==> config.mk <==
export PLATFORM = sky130hd
export DESIGN_NAME = tri_phase_pwm_ctrl
export DESIGN_NICKNAME = d
export VERILOG_FILES = /design/src/rtl/tpc_pkg.sv /design/src/rtl/tpc_ctrl_reg.sv /design/src/rtl/tpc_xfer.sv /design/src/rtl/tpc_phase.sv /design/src/rtl/tpc_guard.sv /design/src/rtl/tri_phase_pwm_ctrl.sv
export SDC_FILE = /design/constraint.sdc
export NUM_CORES = 1
export LEC_CHECK = 0
export ABC_AREA = 1
export CELL_PAD_IN_SITES_DETAIL_PLACEMENT = 0
export CELL_PAD_IN_SITES_GLOBAL_PLACEMENT = 1
export CORE_MARGIN = 10
export CORE_UTILIZATION = 39
export CTS_CLUSTER_SIZE = 30
export DETAILED_ROUTE_END_ITERATION = 8
export PLACE_DENSITY = 0.88
export SETUP_SLACK_MARGIN = 0.15
export SYNTH_ARGS = -nofsm -noshare
export SYNTH_HDL_FRONTEND = slang
export SYNTH_SLANG_ARGS = --single-unit
==> constraint.sdc <==
create_clock -name clk -period 2.5 [get_ports clk]
set_clock_uncertainty 0.2 [all_clocks]
set_input_delay 0.375 -clock clk [delete_from_list [all_inputs] [get_ports clk]]
set_output_delay 0.375 -clock clk [all_outputs]
set_load 0.01 [all_outputs]
==> src/rtl/tpc_pkg.sv <==
`timescale 1ns/1ps
package tpc_pkg;
  localparam int CTL_W    = 8;
  localparam int TRIG_BIT = 7;
  localparam int DET_BIT  = 5;

  // Packed so that the fields land on control bits 6..0.
  typedef struct packed {
    logic saw;
    logic det;
    logic guard;
    logic out_en;
    logic mode3;
    logic irq_spec;
    logic irq_pol;
  } ctl_t;
endpackage

==> src/rtl/tpc_ctrl_reg.sv <==
`timescale 1ns/1ps
module tpc_ctrl_reg
  import tpc_pkg::*;
(
  input  logic             clk,
  input  logic             rst_n,
  input  logic             prot_en,
  input  logic             wr_en,
  input  logic [CTL_W-1:0] wr_data,
  input  logic             det_hit,
  output ctl_t             ctl,
  output logic             sw_trig,
  output logic [CTL_W-1:0] rd_data
);
  ctl_t ctl_q;
  ctl_t ctl_d;
  logic wr_ok;

  assign wr_ok = wr_en & prot_en;

  always_comb begin
    ctl_d = ctl_q;
    if (wr_ok) begin
      ctl_d     = ctl_t'(wr_data[CTL_W-2:0]);
      // the flag can only be cleared by software
      ctl_d.det = ctl_q.det & wr_data[DET_BIT];
    end
    if (det_hit) begin
      ctl_d.det = 1'b1;
      if (ctl_q.guard) begin
        ctl_d.out_en = 1'b0;
      end
    end
  end

  always_ff @(posedge clk or negedge rst_n) begin
    if (!rst_n) begin
      ctl_q <= '0;
    end else begin
      ctl_q <= ctl_d;
    end
  end

  assign ctl     = ctl_q;
  assign sw_trig = wr_ok & wr_data[TRIG_BIT];
  assign rd_data = {1'b0, ctl_q};
endmodule

==> src/rtl/tpc_xfer.sv <==
`timescale 1ns/1ps
module tpc_xfer #(
  parameter int W = 6
) (
  input  logic         clk,
  input  logic         rst_n,
  input  logic         saw,
  input  logic         trig,
  input  logic         buf_we,
  input  logic [W-1:0] buf_wdata,
  output logic [W-1:0] mask
);
  logic [W-1:0] buf_q, buf_d;
  logic [W-1:0] sh_q, sh_d;
  logic         pend_q, pend_d;

  always_comb begin
    buf_d  = buf_q;
    sh_d   = sh_q;
    pend_d = pend_q;
    if (trig && (saw || pend_q)) begin
      sh_d   = buf_q;
      pend_d = 1'b0;
    end
    if (buf_we) begin
      buf_d  = buf_wdata;
      pend_d = 1'b1;
    end
  end

  always_ff @(posedge clk or negedge rst_n) begin
    if (!rst_n) begin
      buf_q  <= '0;
      sh_q   <= '0;
      pend_q <= 1'b0;
    end else begin
      buf_q  <= buf_d;
      sh_q   <= sh_d;
      pend_q <= pend_d;
    end
  end

  assign mask = sh_q;
endmodule

==> src/rtl/tpc_phase.sv <==
`timescale 1ns/1ps
module tpc_phase #(
  parameter int DT_W = 8
) (
  input  logic            clk,
  input  logic            rst_n,
  input  logic            tmr_in,
  input  logic            restart,
  input  logic            run,
  input  logic            en_pos,
  input  logic            en_neg,
  input  logic [DT_W-1:0] dt_val,
  output logic            pos_n,
  output logic            neg_n
);
  logic            tmr_q;
  logic [DT_W-1:0] cnt_q, cnt_d;
  logic            fall;
  logic            idle;

  assign fall = tmr_q & ~tmr_in;
  assign idle = (cnt_q == '0);

  always_comb begin
    cnt_d = cnt_q;
    if (fall || restart) begin
      cnt_d = dt_val;
    end else if (!idle) begin
      cnt_d = cnt_q - DT_W'(1);
    end
  end

  always_ff @(posedge clk or negedge rst_n) begin
    if (!rst_n) begin
      tmr_q <= 1'b0;
      cnt_q <= '0;
    end else begin
      tmr_q <= tmr_in;
      cnt_q <= cnt_d;
    end
  end

  assign pos_n = ~(run & en_pos &  tmr_q & idle);
  assign neg_n = ~(run & en_neg & ~tmr_q & idle);
endmodule

==> src/rtl/tpc_guard.sv <==
`timescale 1ns/1ps
module tpc_guard #(
  parameter int NPH = 3
) (
  input  logic [2*NPH-1:0] pad_fb,
  input  logic             mode3,
  input  logic             irq_in,
  input  logic             reload_sig,
  input  logic             irq_spec,
  input  logic             irq_pol,
  output logic             det_hit,
  output logic             irq_out
);
  logic [NPH-1:0] pair_low;

  for (genvar k = 0; k < NPH; k++) begin : g_pair
    assign pair_low[k] = ~pad_fb[2*k] & ~pad_fb[2*k+1];
  end

  assign det_hit = mode3 & (|pair_low);
  assign irq_out = (mode3 & irq_spec) ? (irq_in & (reload_sig ^ irq_pol)) : irq_in;
endmodule

==> src/rtl/tri_phase_pwm_ctrl.sv <==
`timescale 1ns/1ps
module tri_phase_pwm_ctrl
  import tpc_pkg::*;
#(
  parameter int NPH  = 3,
  parameter int DT_W = 8
) (
  input  logic             clk,
  input  logic             rst_n,
  input  logic             prot_en,
  input  logic             ctl_we,
  input  logic [CTL_W-1:0] ctl_wdata,
  output logic [CTL_W-1:0] ctl_rdata,
  input  logic             dt_we,
  input  logic [DT_W-1:0]  dt_wdata,
  input  logic             buf_we,
  input  logic [2*NPH-1:0] buf_wdata,
  input  logic [NPH-1:0]   tmr_in,
  input  logic             xfer_trig,
  input  logic             reload_sig,
  input  logic             irq_in,
  input  logic [2*NPH-1:0] pad_fb,
  output logic [2*NPH-1:0] drive_n,
  output logic             irq_out
);
  localparam int NLINE = 2 * NPH;

  // reset: asserted at once, released on the clock
  logic [1:0] rs_q;
  logic       rst_int_n;

  always_ff @(posedge clk or negedge rst_n) begin
    if (!rst_n) begin
      rs_q <= 2'b00;
    end else begin
      rs_q <= {rs_q[0], 1'b1};
    end
  end
  assign rst_int_n = rs_q[1];

  // dead-time value
  logic [DT_W-1:0] dt_q, dt_d;

  always_comb begin
    dt_d = dt_q;
    if (dt_we) begin
      dt_d = dt_wdata;
    end
  end

  always_ff @(posedge clk or negedge rst_int_n) begin
    if (!rst_int_n) begin
      dt_q <= '0;
    end else begin
      dt_q <= dt_d;
    end
  end

  ctl_t             ctl;
  logic             sw_trig;
  logic             det_hit;
  logic             trig;
  logic [NLINE-1:0] mask;
  logic             run;
  logic             restart;

  tpc_ctrl_reg u_ctl (
    .clk     (clk),
    .rst_n   (rst_int_n),
    .prot_en (prot_en),
    .wr_en   (ctl_we),
    .wr_data (ctl_wdata),
    .det_hit (det_hit),
    .ctl     (ctl),
    .sw_trig (sw_trig),
    .rd_data (ctl_rdata)
  );

  assign trig    = xfer_trig | sw_trig;
  assign run     = ctl.mode3 & ctl.out_en;
  assign restart = ctl.saw & trig;

  tpc_xfer #(.W(NLINE)) u_xfer (
    .clk       (clk),
    .rst_n     (rst_int_n),
    .saw       (ctl.saw),
    .trig      (trig),
    .buf_we    (buf_we),
    .buf_wdata (buf_wdata),
    .mask      (mask)
  );

  for (genvar k = 0; k < NPH; k++) begin : g_ph
    tpc_phase #(.DT_W(DT_W)) u_ph (
      .clk     (clk),
      .rst_n   (rst_int_n),
      .tmr_in  (tmr_in[k]),
      .restart (restart),
      .run     (run),
      .en_pos  (mask[2*k]),
      .en_neg  (mask[2*k+1]),
      .dt_val  (dt_q),
      .pos_n   (drive_n[2*k]),
      .neg_n   (drive_n[2*k+1])
    );
  end

  tpc_guard #(.NPH(NPH)) u_guard (
    .pad_fb     (pad_fb),
    .mode3      (ctl.mode3),
    .irq_in     (irq_in),
    .reload_sig (reload_sig),
    .irq_spec   (ctl.irq_spec),
    .irq_pol    (ctl.irq_pol),
    .det_hit    (det_hit),
    .irq_out    (irq_out)
  );
endmodule

# Word level (Yosys, flattened, before mapping)
# Index checks and enable logic that the tools add are counted.
[word_totals]
out_inout_bits = 15
ff_bits = 57
word_cells = 100
inputBits = 40
[classes]
bitwise = 52
add_sub_neg = 3
muxes = 13
n_eq_ne = 3
n_reduce_logical = 11
[ops]
columns = ["op", "count"]
rows = [
  ["$mux W8", 6],
  ["$and A1 B1 Y1", 32],
  ["$logic_not A8 Y1", 3],
  ["$sub A8 B1 Y8 const B", 3],
  ["$not A1 Y1", 18],
  ["$mux W1", 6],
  ["$mux W6", 1],
  ["$ne A2 B2 Y1 const B", 3],
  ["$logic_or A1 B1 Y1", 4],
  ["$reduce_bool A2 Y1", 2],
  ["$reduce_or A3 Y1", 1],
  ["$logic_and A1 B1 Y1", 1],
  ["$or A1 B1 Y1", 1],
  ["$xor A1 B1 Y1", 1],
]

# Logic depth before layout (Yosys ltp)
# Gate-level depths: netlist of run 1.
[logic_depth]
ltp_word = 6
depth_mapped = 8
mapped_depth_nobuf = 8

# By module
# Synthesis of run 1 repeated with hierarchy kept, for this count alone.
[unflattened]
hier_cells = 406
area_unflattened_um2 = 3316.9
[by_module_without_submodules]
columns = ["module", "cells_per_inst", "area_per_inst_um2", "seq_area_each_um2", "n_inst"]
rows = [
  ["tpc_phase", 81, 663.1, 225.2, 3],
  ["tpc_xfer", 55, 496.7, 325.3, 1],
  ["tri_phase_pwm_ctrl", 43, 381.6, 250.2, 1],
  ["tpc_ctrl_reg", 45, 365.4, 175.2, 1],
  ["tpc_guard", 20, 83.8, 0.0, 1],
]

# Worst setup path before layout of run 1
# OpenSTA, ideal clock, no wires.
[synth_timing]
kind = "reg2out"
startpoint = "register g_ph[1].u_ph.cnt_q[0]"
endpoint = "output port drive_n[2]"
required_time_ns = 1.925
arrival_time_ns = 1.154
n_path_buf = 1
path_stages_with_launch = 7
setup_slack_ns = 0.771
cell_sequence = "dfrtp_1 -> inv_1 -> ha_1 -> nand3_1 -> nor2_4 -> nand4_1 -> buf_4"
[synth_between]
elab_chain_cells = 3
[synth_rtl]
columns = ["element", "line_no", "source"]
rows = [
  ["start, declared", "tpc_phase.sv:17", "logic [DT_W-1:0] cnt_q, cnt_d;"],
  ["start signal, assigned", "tpc_phase.sv:39", "cnt_q <= cnt_d;"],
  ["$logic_not A8 Y1", "tpc_phase.sv:22", "assign idle = (cnt_q == '0);"],
  ["$and A1 B1 Y1", "tpc_phase.sv:43", "assign pos_n = ~(run & en_pos & tmr_q & idle);"],
  ["$not A1 Y1", "tpc_phase.sv:43", ""],
  ["end, declared", "tri_phase_pwm_ctrl.sv:23", "output logic [2*NPH-1:0] drive_n,"],
]
# Every way passes these cells.

# Final worst setup path of run 1
[layout_timing]
startpoint = "register g_ph[1].u_ph.cnt_q[1]"
endpoint = "output port drive_n[3]"
[layout_between]
elab_chain_cells = 3
[layout_rtl]
columns = ["element", "line_no", "source"]
rows = [
  ["$logic_not A8 Y1", "tpc_phase.sv:22", ""],
  ["$and A1 B1 Y1", "tpc_phase.sv:44", "assign neg_n = ~(run & en_neg & ~tmr_q & idle);"],
  ["$not A1 Y1", "tpc_phase.sv:44", ""],
]
# Every way passes these cells.

==> results.md, run 1 <==
Status:
- The run finished with clean final reports.

GRT:
- The wire length of the first global-routing pass is roughly 12000 um.
- The via count of the first global-routing pass is between 2000 and 3000.
- The residual overflow from global routing is 0.
- The initial antenna violation count is 0.
- The total global-route track usage is around 13%.
- The largest net degree at the start of global routing is 23.

Synth:
- The number of nets handed over by synthesis was about 400.
- The post-synthesis sequential area ratio is 47.4%.
- Sorting the synthesized cells by area gives the leading types as dfrtp_1 (47%), nand2_1 (14%), mux2_2 (5.2%), inv_1 (4.4%), nand3_1 (3.0%).
- The commonest cells after synthesis are nand2_1 (112), dfrtp_1 (57), inv_1 (35).
- The flip-flop and latch count after synthesis is 57.
- The number of flops mapped to enable cells by yosys is 0.
- The cell type with the largest total area after synthesis is dfrtp_1.
- The most frequently used cell type in the post-synthesis netlist is nand2_1.
- During synthesis, Yosys emitted a total of 0 warnings.
- The share of Yosys cell area claimed by the top area cell type is about 47%.
- The netlist uses 31 different library cells.
- The synthesized instance count is 347.
- Among all flip-flop cells after synthesis, the most frequent one is dfrtp_1.
- After synthesis, the share of flip-flops with an asynchronous set or reset is 100%.
- The total standard cell area after synthesis is 0.00301 mm2.
- The average size of a mapped cell is 8.68 um2.

Timing:
- The final critical path takes up 89.9% of the cycle.
- Setup repair after global routing left no endpoint under its margin.
- The shortest period the worst path allows is 2250 ps.
- Final hold analysis gives a worst-case slack of 96.1 ps.
- The maximum clock rate is ~0.45 GHz.
- The total negative slack is 0 ps.
- The worst-margin pin slew is around 620 ps.
- The count of endpoints failing setup in the final report is 0.
- The relative slew slack is 58.8%.
- The final hold violation count is 0.
- The max-slew violation count was 0.

Detailed routing:
- Summed over all layers, the routed wires come to 6980 um.
- The number of optimization iterations in the first detailed-route pass is 5.
- After detailed routing, the met2 layer carries 3160 um of wire.
- After detailed routing, the number of remaining DRC violations is 0.
- For this block, wires on met1 add up to 3140 um.
- Once detail routing completed, the nets flagged for antenna violations numbered 0.
- The first-iteration detailed-routing DRC count is between 70 and 80.
- Using the TritonRoute via totals, the vias-per-cell ratio works out to 4.68.
- Across all layers, the routed design uses 2387 vias.
- The total met3 wirelength after detailed routing is 575 um.
- Signal routing reaches up to met4.
- The detail-routed net length per standard cell is around 14 um.

Clock network:
- Clock-pin slew was measured on the worst setup and hold paths at 70 ps.
- The deepest level of the CTS H-tree is 3.
- TritonCTS built the clock tree.
- Clock tree synthesis selected as its root buffer the cell clkbuf_8.
- Clock tree synthesis found a total of between 50 and 60 sinks.
- The number of buffers created by CTS is 9.
- Clock latency on the worst-skew pair, taken at its later pin, is 350 ps.
- The clock tree buffer depth is 2.

Setup path:
- Data on the critical path is required at its endpoint by 1920 ps.
- The depth of the worst register-to-register path is 9.
- The register-to-register path setup slack is 830 ps.
- The kind of capture point of the worst setup path is a primary output.
- The critical path starts at g_ph[1].u_ph.cnt_q[1].
- The critical path launch point type is a flop.
- Along the worst path, the maximum fanout reaches 3.
- The startpoint identified for the worst register-to-register timing path is g_ph[2].u_ph.cnt_q[1].
- STA puts the critical path data arrival time at 1670 ps.
- The endpoint of the worst setup timing path is drive_n[3].
- In this run the critical register-to-register path is captured at g_ph[2].u_ph.cnt_q[1].
- The worst setup path is of the flop to primary output kind.

Layout:
- The final layout contains about 450 nets.
- The number of fillers in the final layout is 699.
- The repair_antennas step left the layout with diodes totalling 0.
- For this run, the share of the core covered by cells in the final layout is 52.5%.
- After routing the design area is roughly 0.0039 mm2.
- Compared with the post-synthesis result, the final layout area differs by 28.6%.
- The share of final-layout standard cells stronger than drive strength 1 is 17.0%.

Die:
- The die footprint is 0.0116 mm2.
- The region available for standard cell placement spans 0.00737 mm2.
- The height of the die is 108 um.
- For this configuration, the core starts out at a cell density of a little over 40%.
- The initialized floorplan defines 31 standard-cell rows.
- 55 I/O pins were placed.
- The width of the die is 108 um.

Min path:
- The worst hold-check path type is flop to asynchronous set/reset pin.

Power and ir drop:
- The power density normalized to cell area is ~850 mW/mm2.
- The largest voltage drop on the vdd net is 367 uV.
- Summed over all cells, the static leakage comes to 0.00184 uW.

Place:
- The placed instance area is around 0.0036 mm2.
- In this run the tool buffered the top-level ports with 53 buffer cells.
- The wire-length estimate of the detail-placed layout is roughly 5200 um.
- The congestion estimate from routability-driven global placement came to 0.829.

Flow run:
- The max-cap violation count is 0.
==> worst min-delay path by stage <==
stage                 start         endpoint  slack (ps)  cells past startpoint
floorplan             rst_n          rs_q[0]        -120                      0
global placement    rs_q[1]   u_xfer.mask[1]         -20                      0
detailed placement  rs_q[1]  u_xfer.buf_q[1]         -20                      0
CTS                 rs_q[1]          dt_q[2]         120                      1
global route        rs_q[1]          dt_q[2]         130                      1
finish              rs_q[1]   u_xfer.mask[3]         100                      1
==> flip-flops by register name, indices dropped and copies added (netlist names) <==
register / count
rs_q: 2
g_ph.u_ph.cnt_q: 24
g_ph.u_ph.tmr_q: 3
u_xfer.mask: 6
u_xfer.buf_q: 6
u_ctl.ctl: 7
u_xfer.pend_q: 1
dt_q: 8
==> power by group <==
part	internal, uW	switching (uW)	total [uW]
registers	1130	180	1310
logic	433	541	974
clock network	612	387	999
==> area by class of cell <==
type                       instances  area, um2  area share [%]
sequential                        57       1430            36.9
multi-input combinational        240       1360            35.1
timing repair buffer              62        596            15.4
clock buffer                      11        151            3.91
inverter                          36        135            3.49
tap                               99        124            3.20
clock inverter                     5       77.6            2.00
==> metal layers <==
layer	GRT usage, %	vias to the layer above
met4	4.10	0
met3	5.87	11
met5	0	-
met1	14.7	1115
li1	-	1200
met2	21.2	61
==> cells by family (layout without fill, tap and decap cells) <==
family / Yosys count / after routing / synth area share [%]
muxes: 14 / 14 / 5.24
xor gates and xnor gates: 11 / 11 / 3.20
buffers and inverters: 50 / 114 / 7.77
and+or+nand+nor: 174 / 174 / 25.7
DFF: 57 / 57 / 47.4
adders and majority gates: 6 / 6 / 2.49
AOI/OAI and AO/OA: 33 / 33 / 7.98
other: 2 / 2 / 0.249
==> critical path, cell delays in order, from the launching register on <==
cell	delay (ps)
dfrtp_1	400
inv_1	90
ha_1	170
nand3_2	110
nor2_4	150
nand4_1	100
dlygate4sd2_1	300
==> per-stage QoR <==
step	setup WS [ps]	total power (uW)	instances
CTS	214	3290	509
finish	253	3280	510
floorplan	596	2010	347
global route	150	3530	510
global placement	329	2250	487
detailed placement	303	2280	487
==> repair_timing <==
| item | CTS | global route |
|---|---|---|
| hold endpoints to repair | 11 | 0 |
| resized for setup | 6 | 7 |
| pin swaps | 3 | 2 |
| hold buffers | 3 | 0 |
| setup endpoints to repair | 6 | 4 |
| buffers inserted | 3 | 1 |
==> cell usage in the layout (no fill, tap or decap), types with 7 or more instances in the layout <==
master	count
nand2_1	112
dfrtp_1	56
clkdlybuf4s50_1	47
inv_1	33
nor2_1	23
nand3_1	16
mux2_2	14
o21ai_0	11
clkbuf_8	11
xnor2_1	8
o21ai_2	7
Note: power is estimated with default switching activity, not from simulation.
==> run 2: changes to the inputs <==
Settings changed: CORE_ASPECT_RATIO set to 1.75, CORE_UTILIZATION 39 to 42, PLACE_DENSITY 0.88 to 0.94.
Clock period 2.5 ns to 2.9 ns, I/O delays scaled along.
==> results.md, run 2 (synthesized netlist as in run 1, its figures left out) <==
Status:
- The run finished with clean final reports.

Layout:
- The area added between synthesis and finish is 27.3%.
- The share of final-layout standard cells stronger than drive strength 1 is between 10 and 15%.
- The register with the most flip-flops is g_ph.u_ph.cnt_q.
- The net count of the finished layout is 444.
- The library cell used most frequently in the layout, excluding fill and tap cells, is nand2_1.
- The final core utilization is between 50% and 60%.
- The register with the most flip-flops in the layout has 24 of them.
- The top cell types in the final layout, fill and taps aside, are nand2_1 (112), dfrtp_1 (56), clkdlybuf4s50_1 (53).
- 0 antenna diodes ended up in the layout.

Timing:
- At the pin with the least slew margin, the transition time is around 700 ps.
- The total negative slack is 0 ps.
- Dividing the final minimum period by the clock period gives 90.4%.
- The max-slew violation count is 0.
- Setup repair after global routing left no endpoint under its margin.
- Setup violations remaining at the end of the flow were counted as 0.
- The final hold violation count is 0.
- The maximum clock rate is 0.382 GHz.
- In this run the tightest slew margin relative to its limit is 53.3%.
- The clock period could shrink to 2620 ps.

Clock network:
- The clock latency of the later-clocked register in the worst-skew pair is 330 ps.
- Clock tree synthesis found a total of 57 sinks.
- Clock-pin slew was measured on the worst setup and hold paths at 50 ps.
- Once the clock tree was built, the resizer swapped 0 gates to a different size.
- For this design, the CTS-stage hold fixing added 0 buffers.
- The cell chosen for the clock root is clkbuf_16.
- TritonCTS built the clock tree.
- Buffers inserted during clock tree synthesis total 9.
- The clock tree synthesis step divided the H-tree into 3 levels.
- Counting along the longest clock path gives a buffer depth of 2.
- The post-CTS setup repair buffer count is 0.

GRT:
- The total global-route track usage is 12.7%.
- The via count of the first global-routing pass is between 2000 and 2500.
- The wire length of the first global-routing pass is 11400 um.
- The total overflow left after global routing is 0.
- Entering global routing, the biggest net connects 56 pins.
- The initial antenna violation count is 0.

Setup path:
- The cell with the biggest individual delay on the critical path is clkdlybuf4s50_1.
- STA classifies the critical path endpoint as a primary output.
- For the worst setup path, the data required time is around 2300 ps.
- The worst endpoint data arrival time is roughly 2000 ps.
- In this run the worst path has a maximum fanout of 6.
- The maximum cell stage delay along the critical path is a little over 500 ps.
- STA classifies the critical path startpoint as a flop.
- By startpoint and endpoint, the worst setup path is classified as flop to primary output.
- Traced cell by cell, the critical path runs through inv_1 > ha_1 > nand3_1 > nor2_4 > nand4_1 > clkdlybuf4s50_1.

Detailed routing:
- The overall routed net length is a little under 7000 um.
- The first detailed-routing pass took 5 iterations.
- The ratio of routed vias to standard cells is approximately 4.8.
- For this run, design rule violations remaining after detail routing come to 0.
- The detailed router placed 2350 vias in this run.
- The detail-routed net length per standard cell is 14.0 um.
- The number of nets still failing antenna checks after routing is 0.
- The first-iteration detailed-routing DRC count is 87.

Die:
- The height of the die is 132 um.
- The number of rows created at floorplan is 40.
- The floorplan step defined a core boundary enclosing slightly below 0.007 mm2.
- The number of I/O pins is 55.
- The width of the die is 84 um.
- The initial utilization of the core area, before any placement, comes to between 40% and 50%.
- The die covers 0.0111 mm2.

Place:
- The placed wire-length estimate is 5190 um.
- The quantity of I/O buffers inserted on ports is 53.
- The congestion estimate from routability-driven global placement came to around 0.81.

Power and ir drop:
- The power after layout is 2920 uW.
- Power spread over the standard cell area amounts to roughly 760 mW/mm2.
- IR analysis of the VDD net gives a maximum drop of 494 uV.
- Summed over all cells, the static leakage comes to 0.00183 uW.

Flow run:
- Max-cap violations in this run came to 0.

Min path:
- The worst hold-check path type is input port to asynchronous set/reset pin.
run 2: final cells by class:
type	count	area (um2)
fill	629	3080
sequential	57	1430
multi-input combinational	240	1350
timing repair buffer	54	538
clock buffer	13	260
inverter	36	135
tap	84	105
clock inverter	3	15.0
run 2: power breakdown:
group	internal, uW	switching [uW]
logic	361	459
registers	976	155
clock network	619	353
total	1960	967
run 2: final timing paths:
| path | slack, ps | endpoint | from | cells after the start |
|---|---|---|---|---|
| min in group clk | 150 | rs_q[1] | rs_q[0] | 0 |
| worst min-delay path | 70 | rs_q[0] | rst_n | 1 |
| max in group asynchronous | 1840 | g_ph[2].u_ph.cnt_q[3] | rs_q[1] | 1 |
| worst max register to register | 1320 | u_xfer.mask[2] | u_ctl.ctl[6] | 3 |
| worst min register to register | 150 | rs_q[1] | rs_q[0] | 0 |
| worst max-delay path | 280 | drive_n[2] | g_ph[1].u_ph.cnt_q[0] | 6 |
run 2: worst max-delay path: cells and delay by family, from the launching register on:
kind / cells / cell delay (ps)
fa+ha+maj: 1 / 160
buf+inv: 2 / 620
flops: 1 / 370
simple gates: 3 / 500
run 2: routing by layer:
layer / global-route usage [%] / up-vias / part of all wire, %
li1: - / 1188 / -
met3: 3.65 / 14 / 5.3
met4: 8.13 / 0 / 2.9
met5: 0 / - / 0
met1: 12.4 / 1089 / 39
met2: 22.3 / 59 / 53
run 2: per-stage QoR:
stage | cells | hold WS (ps) | setup WS (ps) | instance area, um2
after floorplan | 347 | -60.6 | 996 | 3010
after global placement | 471 | 138 | 610 | 3560
after detailed placement | 471 | 141 | 596 | 3560
after CTS | 487 | 64.2 | 260 | 3830
after global routing | 487 | 73.6 | 153 | 3830
final | 487 | 71.6 | 279 | 3830
